**src/rtl/fpAccessGate_pkg.sv**
```systemverilog
package fpAccessGate_pkg;

  parameter int KIND_W = 3;
  parameter int CODE_W = 8;

  typedef enum logic [KIND_W-1:0] {
    KIND_PERMIT   = 3'd0,
    KIND_UNDEF    = 3'd1,
    KIND_TRAP_L2  = 3'd2,
    KIND_HYP_TRAP = 3'd3,
    KIND_TRAP_L3  = 3'd4
  } accessKind_t;

  // Strobes from the control decode to the datapath registers
  typedef struct packed {
    logic capture;     // load response this cycle
    logic dirWrite;    // direction of the request
    logic hitUndef;
    logic hitTrapL2;
    logic hitHyp;
    logic hitTrapL3;
    logic hypFromL2;   // hypervisor trap raised from level 2
  } gateStrobe_t;

  // Control inputs grouped for the internal decode
  typedef struct packed {
    logic       lvl3Exists;
    logic       lvl3Narrow;
    logic       lvl2On;
    logic       lvl2Narrow;
    logic       lvl2Host;
    logic       nonSecure;
    logic       nsCopAllow;
    logic [1:0] copAccess;
    logic       lvl3FpTrap;
    logic       lvl2FpTrap;
    logic [1:0] lvl2FpEnable;
    logic       hypCopTrap;
    logic       lvl3DbgPrio;
    logic       lvl3DbgUndef;
  } gateCfg_t;

endpackage

```
**src/rtl/fpAccessGate_ctrl.sv**
```systemverilog
module fpAccessGate_ctrl
  import fpAccessGate_pkg::*;
#(
  parameter int LEVEL_W = 2
) (
  input  logic               reqValid,
  input  logic               isWrite,
  input  logic [LEVEL_W-1:0] curLevel,
  input  gateCfg_t           cfg,
  output gateStrobe_t        strobe
);

  localparam int NUM_LEVELS = 1 << LEVEL_W;

  // Shared conditions
  logic lvl3Wide;
  logic nsRestrict;
  logic lvl3PrioUndef;
  logic hostFpOff;
  logic lvl3TrapOn;
  logic copDenied;

  always_comb begin
    lvl3Wide      = cfg.lvl3Exists & ~cfg.lvl3Narrow;
    nsRestrict    = cfg.lvl3Exists & cfg.lvl3Narrow & cfg.nonSecure & ~cfg.nsCopAllow;
    lvl3PrioUndef = lvl3Wide & cfg.lvl3DbgPrio & cfg.lvl3FpTrap;
    hostFpOff     = cfg.lvl2Host & ~cfg.lvl2FpEnable[0];
    lvl3TrapOn    = lvl3Wide & cfg.lvl3FpTrap;
    copDenied     = (cfg.copAccess == 2'b00);
  end

  // Per-level outcome vectors: {undef, trapL2, hyp, trapL3}
  logic [3:0] levelHit [NUM_LEVELS];

  // Level 1 chain
  logic l1Stage2Undef;
  logic l1Lvl2Trap;
  logic l1Hyp;
  logic [3:0] l1Vec;

  always_comb begin
    l1Stage2Undef = nsRestrict | copDenied;
    l1Lvl2Trap    = (cfg.lvl2On & ~cfg.lvl2Narrow & ~cfg.lvl2Host & cfg.lvl2FpTrap) | hostFpOff;
    l1Hyp         = cfg.lvl2On & cfg.lvl2Narrow & (nsRestrict | cfg.hypCopTrap);
    l1Vec         = 4'b0000;
    if (lvl3PrioUndef)       l1Vec = 4'b1000;
    else if (l1Stage2Undef)  l1Vec = 4'b1000;
    else if (l1Lvl2Trap)     l1Vec = 4'b0100;
    else if (l1Hyp)          l1Vec = 4'b0010;
    else if (lvl3TrapOn)     l1Vec = cfg.lvl3DbgUndef ? 4'b1000 : 4'b0001;
  end

  // Level 2 chain
  logic l2Hyp;
  logic [3:0] l2Vec;

  always_comb begin
    l2Hyp = cfg.lvl2On & (nsRestrict | cfg.hypCopTrap);
    l2Vec = 4'b0000;
    if (lvl3PrioUndef)   l2Vec = 4'b1000;
    else if (hostFpOff)  l2Vec = 4'b0100;
    else if (l2Hyp)      l2Vec = 4'b0010;
    else if (lvl3TrapOn) l2Vec = cfg.lvl3DbgUndef ? 4'b1000 : 4'b0001;
  end

  // Assign each level its vector
  genvar lv;
  generate
    for (lv = 0; lv < NUM_LEVELS; lv++) begin : g_level
      if (lv == 0) begin : g_l0
        assign levelHit[lv] = 4'b1000;
      end else if (lv == 1) begin : g_l1
        assign levelHit[lv] = l1Vec;
      end else if (lv == 2) begin : g_l2
        assign levelHit[lv] = l2Vec;
      end else begin : g_l3
        assign levelHit[lv] = {copDenied, 3'b000};
      end
    end
  endgenerate

  logic [3:0] selVec;
  always_comb begin
    selVec             = levelHit[curLevel];
    strobe.capture     = reqValid;
    strobe.dirWrite    = isWrite;
    strobe.hitUndef    = selVec[3];
    strobe.hitTrapL2   = selVec[2];
    strobe.hitHyp      = selVec[1];
    strobe.hitTrapL3   = selVec[0];
    strobe.hypFromL2   = (curLevel == LEVEL_W'(2));
  end

endmodule

```
**src/rtl/fpAccessGate_dp.sv**
```systemverilog
module fpAccessGate_dp
  import fpAccessGate_pkg::*;
#(
  parameter logic [CODE_W-1:0] TRAP_CODE   = 8'h07,
  parameter logic [CODE_W-1:0] HYP_CODE_L1 = 8'h08,
  parameter logic [CODE_W-1:0] HYP_CODE_L2 = 8'h00
) (
  input  logic              clk,
  input  logic              rstN,
  input  gateStrobe_t       strobe,
  output logic              rspValid,
  output logic [KIND_W-1:0] rspKind,
  output logic [CODE_W-1:0] rspCode,
  output logic              rspWrite
);

  accessKind_t       nextKind;
  logic [CODE_W-1:0] nextCode;

  always_comb begin
    nextKind = KIND_PERMIT;
    nextCode = '0;
    if (strobe.hitUndef) begin
      nextKind = KIND_UNDEF;
    end else if (strobe.hitTrapL2) begin
      nextKind = KIND_TRAP_L2;
      nextCode = TRAP_CODE;
    end else if (strobe.hitHyp) begin
      nextKind = KIND_HYP_TRAP;
      nextCode = strobe.hypFromL2 ? HYP_CODE_L2 : HYP_CODE_L1;
    end else if (strobe.hitTrapL3) begin
      nextKind = KIND_TRAP_L3;
      nextCode = TRAP_CODE;
    end
  end

  always_ff @(posedge clk) begin
    if (!rstN) begin
      rspValid <= 1'b0;
      rspKind  <= '0;
      rspCode  <= '0;
      rspWrite <= 1'b0;
    end else begin
      rspValid <= strobe.capture;
      if (strobe.capture) begin
        rspKind  <= nextKind;
        rspCode  <= nextCode;
        rspWrite <= strobe.dirWrite;
      end
    end
  end

endmodule

```
**src/rtl/fpAccessGate.sv**
```systemverilog
module fpAccessGate
  import fpAccessGate_pkg::*;
(
  input  logic       clk,
  input  logic       rstN,
  input  logic       reqValid,
  input  logic       isWrite,
  input  logic [1:0] curLevel,
  input  logic       lvl3Exists,
  input  logic       lvl3Narrow,
  input  logic       lvl2On,
  input  logic       lvl2Narrow,
  input  logic       lvl2Host,
  input  logic       nonSecure,
  input  logic       nsCopAllow,
  input  logic [1:0] copAccess,
  input  logic       lvl3FpTrap,
  input  logic       lvl2FpTrap,
  input  logic [1:0] lvl2FpEnable,
  input  logic       hypCopTrap,
  input  logic       lvl3DbgPrio,
  input  logic       lvl3DbgUndef,
  output logic       rspValid,
  output logic [2:0] rspKind,
  output logic [7:0] rspCode,
  output logic       rspWrite
);

  gateCfg_t    cfg;
  gateStrobe_t strobe;

  always_comb begin
    cfg.lvl3Exists   = lvl3Exists;
    cfg.lvl3Narrow   = lvl3Narrow;
    cfg.lvl2On       = lvl2On;
    cfg.lvl2Narrow   = lvl2Narrow;
    cfg.lvl2Host     = lvl2Host;
    cfg.nonSecure    = nonSecure;
    cfg.nsCopAllow   = nsCopAllow;
    cfg.copAccess    = copAccess;
    cfg.lvl3FpTrap   = lvl3FpTrap;
    cfg.lvl2FpTrap   = lvl2FpTrap;
    cfg.lvl2FpEnable = lvl2FpEnable;
    cfg.hypCopTrap   = hypCopTrap;
    cfg.lvl3DbgPrio  = lvl3DbgPrio;
    cfg.lvl3DbgUndef = lvl3DbgUndef;
  end

  fpAccessGate_ctrl #(.LEVEL_W(2)) u_ctrl (
    .reqValid (reqValid),
    .isWrite  (isWrite),
    .curLevel (curLevel),
    .cfg      (cfg),
    .strobe   (strobe)
  );

  fpAccessGate_dp u_dp (
    .clk      (clk),
    .rstN     (rstN),
    .strobe   (strobe),
    .rspValid (rspValid),
    .rspKind  (rspKind),
    .rspCode  (rspCode),
    .rspWrite (rspWrite)
  );

endmodule

```
**config.mk**
```make
export PLATFORM = sky130hd
export DESIGN_NAME = fpAccessGate
export DESIGN_NICKNAME = d
export VERILOG_FILES = /design/src/rtl/fpAccessGate_pkg.sv /design/src/rtl/fpAccessGate_ctrl.sv /design/src/rtl/fpAccessGate_dp.sv /design/src/rtl/fpAccessGate.sv
export SDC_FILE = /design/constraint.sdc
export NUM_CORES = 1
export LEC_CHECK = 0
export BUFFER_PORTS_ARGS = -buffer_cell sky130_fd_sc_hd__buf_2
export CORE_MARGIN = 4
export CORE_UTILIZATION = 30
export CTS_CLUSTER_DIAMETER = 60
export CTS_CLUSTER_SIZE = 28
export DETAILED_ROUTE_END_ITERATION = 6
export GPL_TIMING_DRIVEN = 0
export PLACE_DENSITY_LB_ADDON = 0.05
export SLEW_MARGIN = 20
export SYNTH_ARGS = -nofsm -noshare
export SYNTH_HDL_FRONTEND = slang
export SYNTH_SLANG_ARGS = --single-unit
```
**constraint.sdc**
```tcl
create_clock -name clk -period 2.5 [get_ports clk]
set_input_delay 0.375 -clock clk [delete_from_list [all_inputs] [get_ports clk]]
set_output_delay 0.375 -clock clk [all_outputs]
set_load 0.01 [all_outputs]
```
==> flow_metrics.tcl <==
set metrics [dict create \
    synth_area_um2 529 \
    yosys_most_used_dff "dfxtp_1" \
    drv_slew 0 \
    synth_top_family_by_area "compound AO/OA/AOI/OAI gates" \
    startpoint_type "primary input" \
    start_util_pct 33.2 \
    ys_types 35 \
    drc 0 \
    io_pins 35 \
    clock-sinks 7 \
    synth-adder-area-share_pct 0 \
    antenna_found_initial 0 \
    hold_slack_ns 0.365 \
    numCtsBuffers 3 \
    max_freq_ghz 0.656 \
    cp-startpoint "lvl3Narrow" \
    postCtsSetupRepairBufs 0 \
    avgSynthCellArea_um2 8.40 \
    dieArea_um2 2500 \
    ant_nets 0 \
    power_leakage_nw 0.362 \
    grt_max_degree 7 \
    post-place-cells 119 \
    final_nets 122 \
    drt-total-wl_mm 1.37 \
    status "complete, no violations" \
    port_buffers 29 \
    wl_per_cell_um 11.1 \
    gp_congestion 0.706 \
    p_comb_share_pct 24.8 \
    die_x_um 50 \
    cts_hold_buf 0 \
    worstSetupPathType "in -> reg" \
    powerDensity_nw_per_um2 393 \
    cp_max_fo 5 \
    insertion_delay_ns 0.25 \
    syn2layout_area_growth_pct 40.2 \
    cts_resized 0 \
    diodes 0 \
    die_h_um 50 \
    swShare_pct 27.5 \
    track_usage_pct 12.4 \
    endpoint_kind "register" \
    grt_pass1_vias 565 \
    clkTransAtPathRegs_ns 0.05 \
    synth-seq-cells 7 \
    synth_edf_count 0 \
    fin_setup_tns_ns 0 \
    grt_first_pass_wirelength_mm 2.41 \
    async_reset_ff_share_pct 0 \
    maxCapViolCount 0 \
    yosys.area_share.simple_pct 28.8 \
    fp-row-count 14 \
    intPower_mw 0.211 \
    seq_area_frac_synth_pct 26.5 \
    drive_gt1_share_pct 45.5 \
    drt_iter0_drc 9 \
    p_clk_share_pct 35.0 \
    hold_viol 0 \
    p_sw_mw 0.0803 \
    peakVddDrop_uv 283 \
    layoutNonFillerInstCount 123 \
    muxShareOfSynthArea_pct 1.89 \
    min_period_ns 1.52 \
    synthXorXnorAreaFrac_pct 0 \
    firstDrtPassIters 4 \
    setup_viol 0 \
    critPathArrivalTime_ns 1.72 \
    timing.rr.start "u_dp.rspCode[2]$_SDFFE_PN0P_" \
    overflow 0 \
    dp_slack_ns 0.713 \
    total_power_mw 0.292 \
    cts_root_buf "clkbuf_4" \
    hpwl_mm 1.17 \
    coreArea_um2 1590 \
    cts_tree "yes" \
    rsz0062_at_grt "no" \
    cts_buffer_depth 2 \
    hold_start "isWrite" \
    ys_warn_count 0 \
    hp-class "in -> reg" \
    final.setup.worst_slack_ns 0.975 \
    syn_inst 63 \
    num_vias 601 \
    required_ns 2.70 \
    fill_cells 181 \
    seqPwrFrac_pct 40.2 \
    rrSetupSlack_ns 1.69 \
    finalCritPeriodShare_pct 61.0 \
    skew_ns 0 \
    h-tree-depth 1 \
    synth_compound_area_share_pct 30.7 \
    vias_per_cell 4.89 \
]
-- routing by layer --
metal	routed length, um	global-route usage [%]
met5	0	0
met4	16	4.15
met3	127	5.12
met2	557	17.2
met1	669	17.0
-- critical path, cell delays in order --
cell     delay [ns]
buf_2          0.11
and4b_4        0.21
o21a_4         0.21
o311a_1        0.35
o21ai_2        0.24
o221a_1        0.21
-- stage by stage --
stage	util (%)	area [um2]
after floorplan	-	541
after global placement	44.9	716
after detailed placement	44.9	716
after CTS	46.5	742
after global routing	46.5	742
final	46.5	742
-- final timing paths --
path,endpoint,cells past startpoint
max,u_dp.rspKind[0]$_SDFFE_PN0P_,6
min,u_dp.rspWrite$_SDFFE_PN0P_,3
max reg2reg,u_dp.rspCode[2]$_SDFFE_PN0P_,2
min reg2reg,u_dp.rspCode[3]$_SDFFE_PN0P_,2
-- area by class of cell --
cell class | instances | area, um2 | area share (%)
sequential | 7 | 140 | 18.9
timing repair buffer | 29 | 145 | 19.6
buffer | 6 | 45.0 | 6.07
tap | 24 | 30.0 | 4.05
clock buffer | 4 | 26.3 | 3.54
inverter | 4 | 15.0 | 2.02
multi-input combinational | 49 | 340 | 45.9
-- placed cells by master (no fill, tap or decap), types with 2 or more instances in the layout --
| cell type | n |
|---|---|
| clkbuf_4 | 3 |
| conb_1 | 4 |
| nand2_1 | 3 |
| dfxtp_1 | 7 |
| a21oi_1 | 3 |
| nor2_1 | 3 |
| o311a_1 | 2 |
| o21ai_0 | 3 |
| buf_4 | 6 |
| inv_1 | 4 |
| nand3_1 | 4 |
| o31ai_1 | 2 |
| or3_1 | 2 |
| buf_2 | 29 |
-- cell usage after synthesis (all sizes together), types with 2 or more instances --
cell type / count / share of area [%]
o21a: 2 / 4.3
dfxtp: 7 / 26
or3: 2 / 2.4
o21ai: 5 / 5.4
nand2: 3 / 2.1
inv: 4 / 2.8
o311a: 2 / 3.8
a21oi: 3 / 2.8
nor2: 3 / 2.1
and4b: 2 / 4.7
buf: 6 / 8.5
nand3: 5 / 5.7
o31ai: 2 / 2.8
-- registers in the layout, summed over array words and instances (netlist names) --
signal	count
u_dp.rspCode	2
u_dp.rspKind	3
u_dp.rspValid	1
u_dp.rspWrite	1
-- power groups by stage --
stage,logic (mW),clock network [mW],registers (mW)
after detailed placement,0.0719,0,0.119
after floorplan,0.0383,0,0.121
final,0.0724,0.102,0.117
after CTS,0.0723,0.107,0.117
after global routing,0.0814,0.116,0.117
after global placement,0.0719,0,0.119
-- kinds of logic (layout without fill, tap and decap cells) --
group,Yosys count,count (layout)
DFF,7,7
AOI/OAI and AO/OA,21,21
buffers and inverters,10,43
and+or+nand+nor,23,23
muxes,1,1
other,1,4
(Power assumes the default switching activity.)
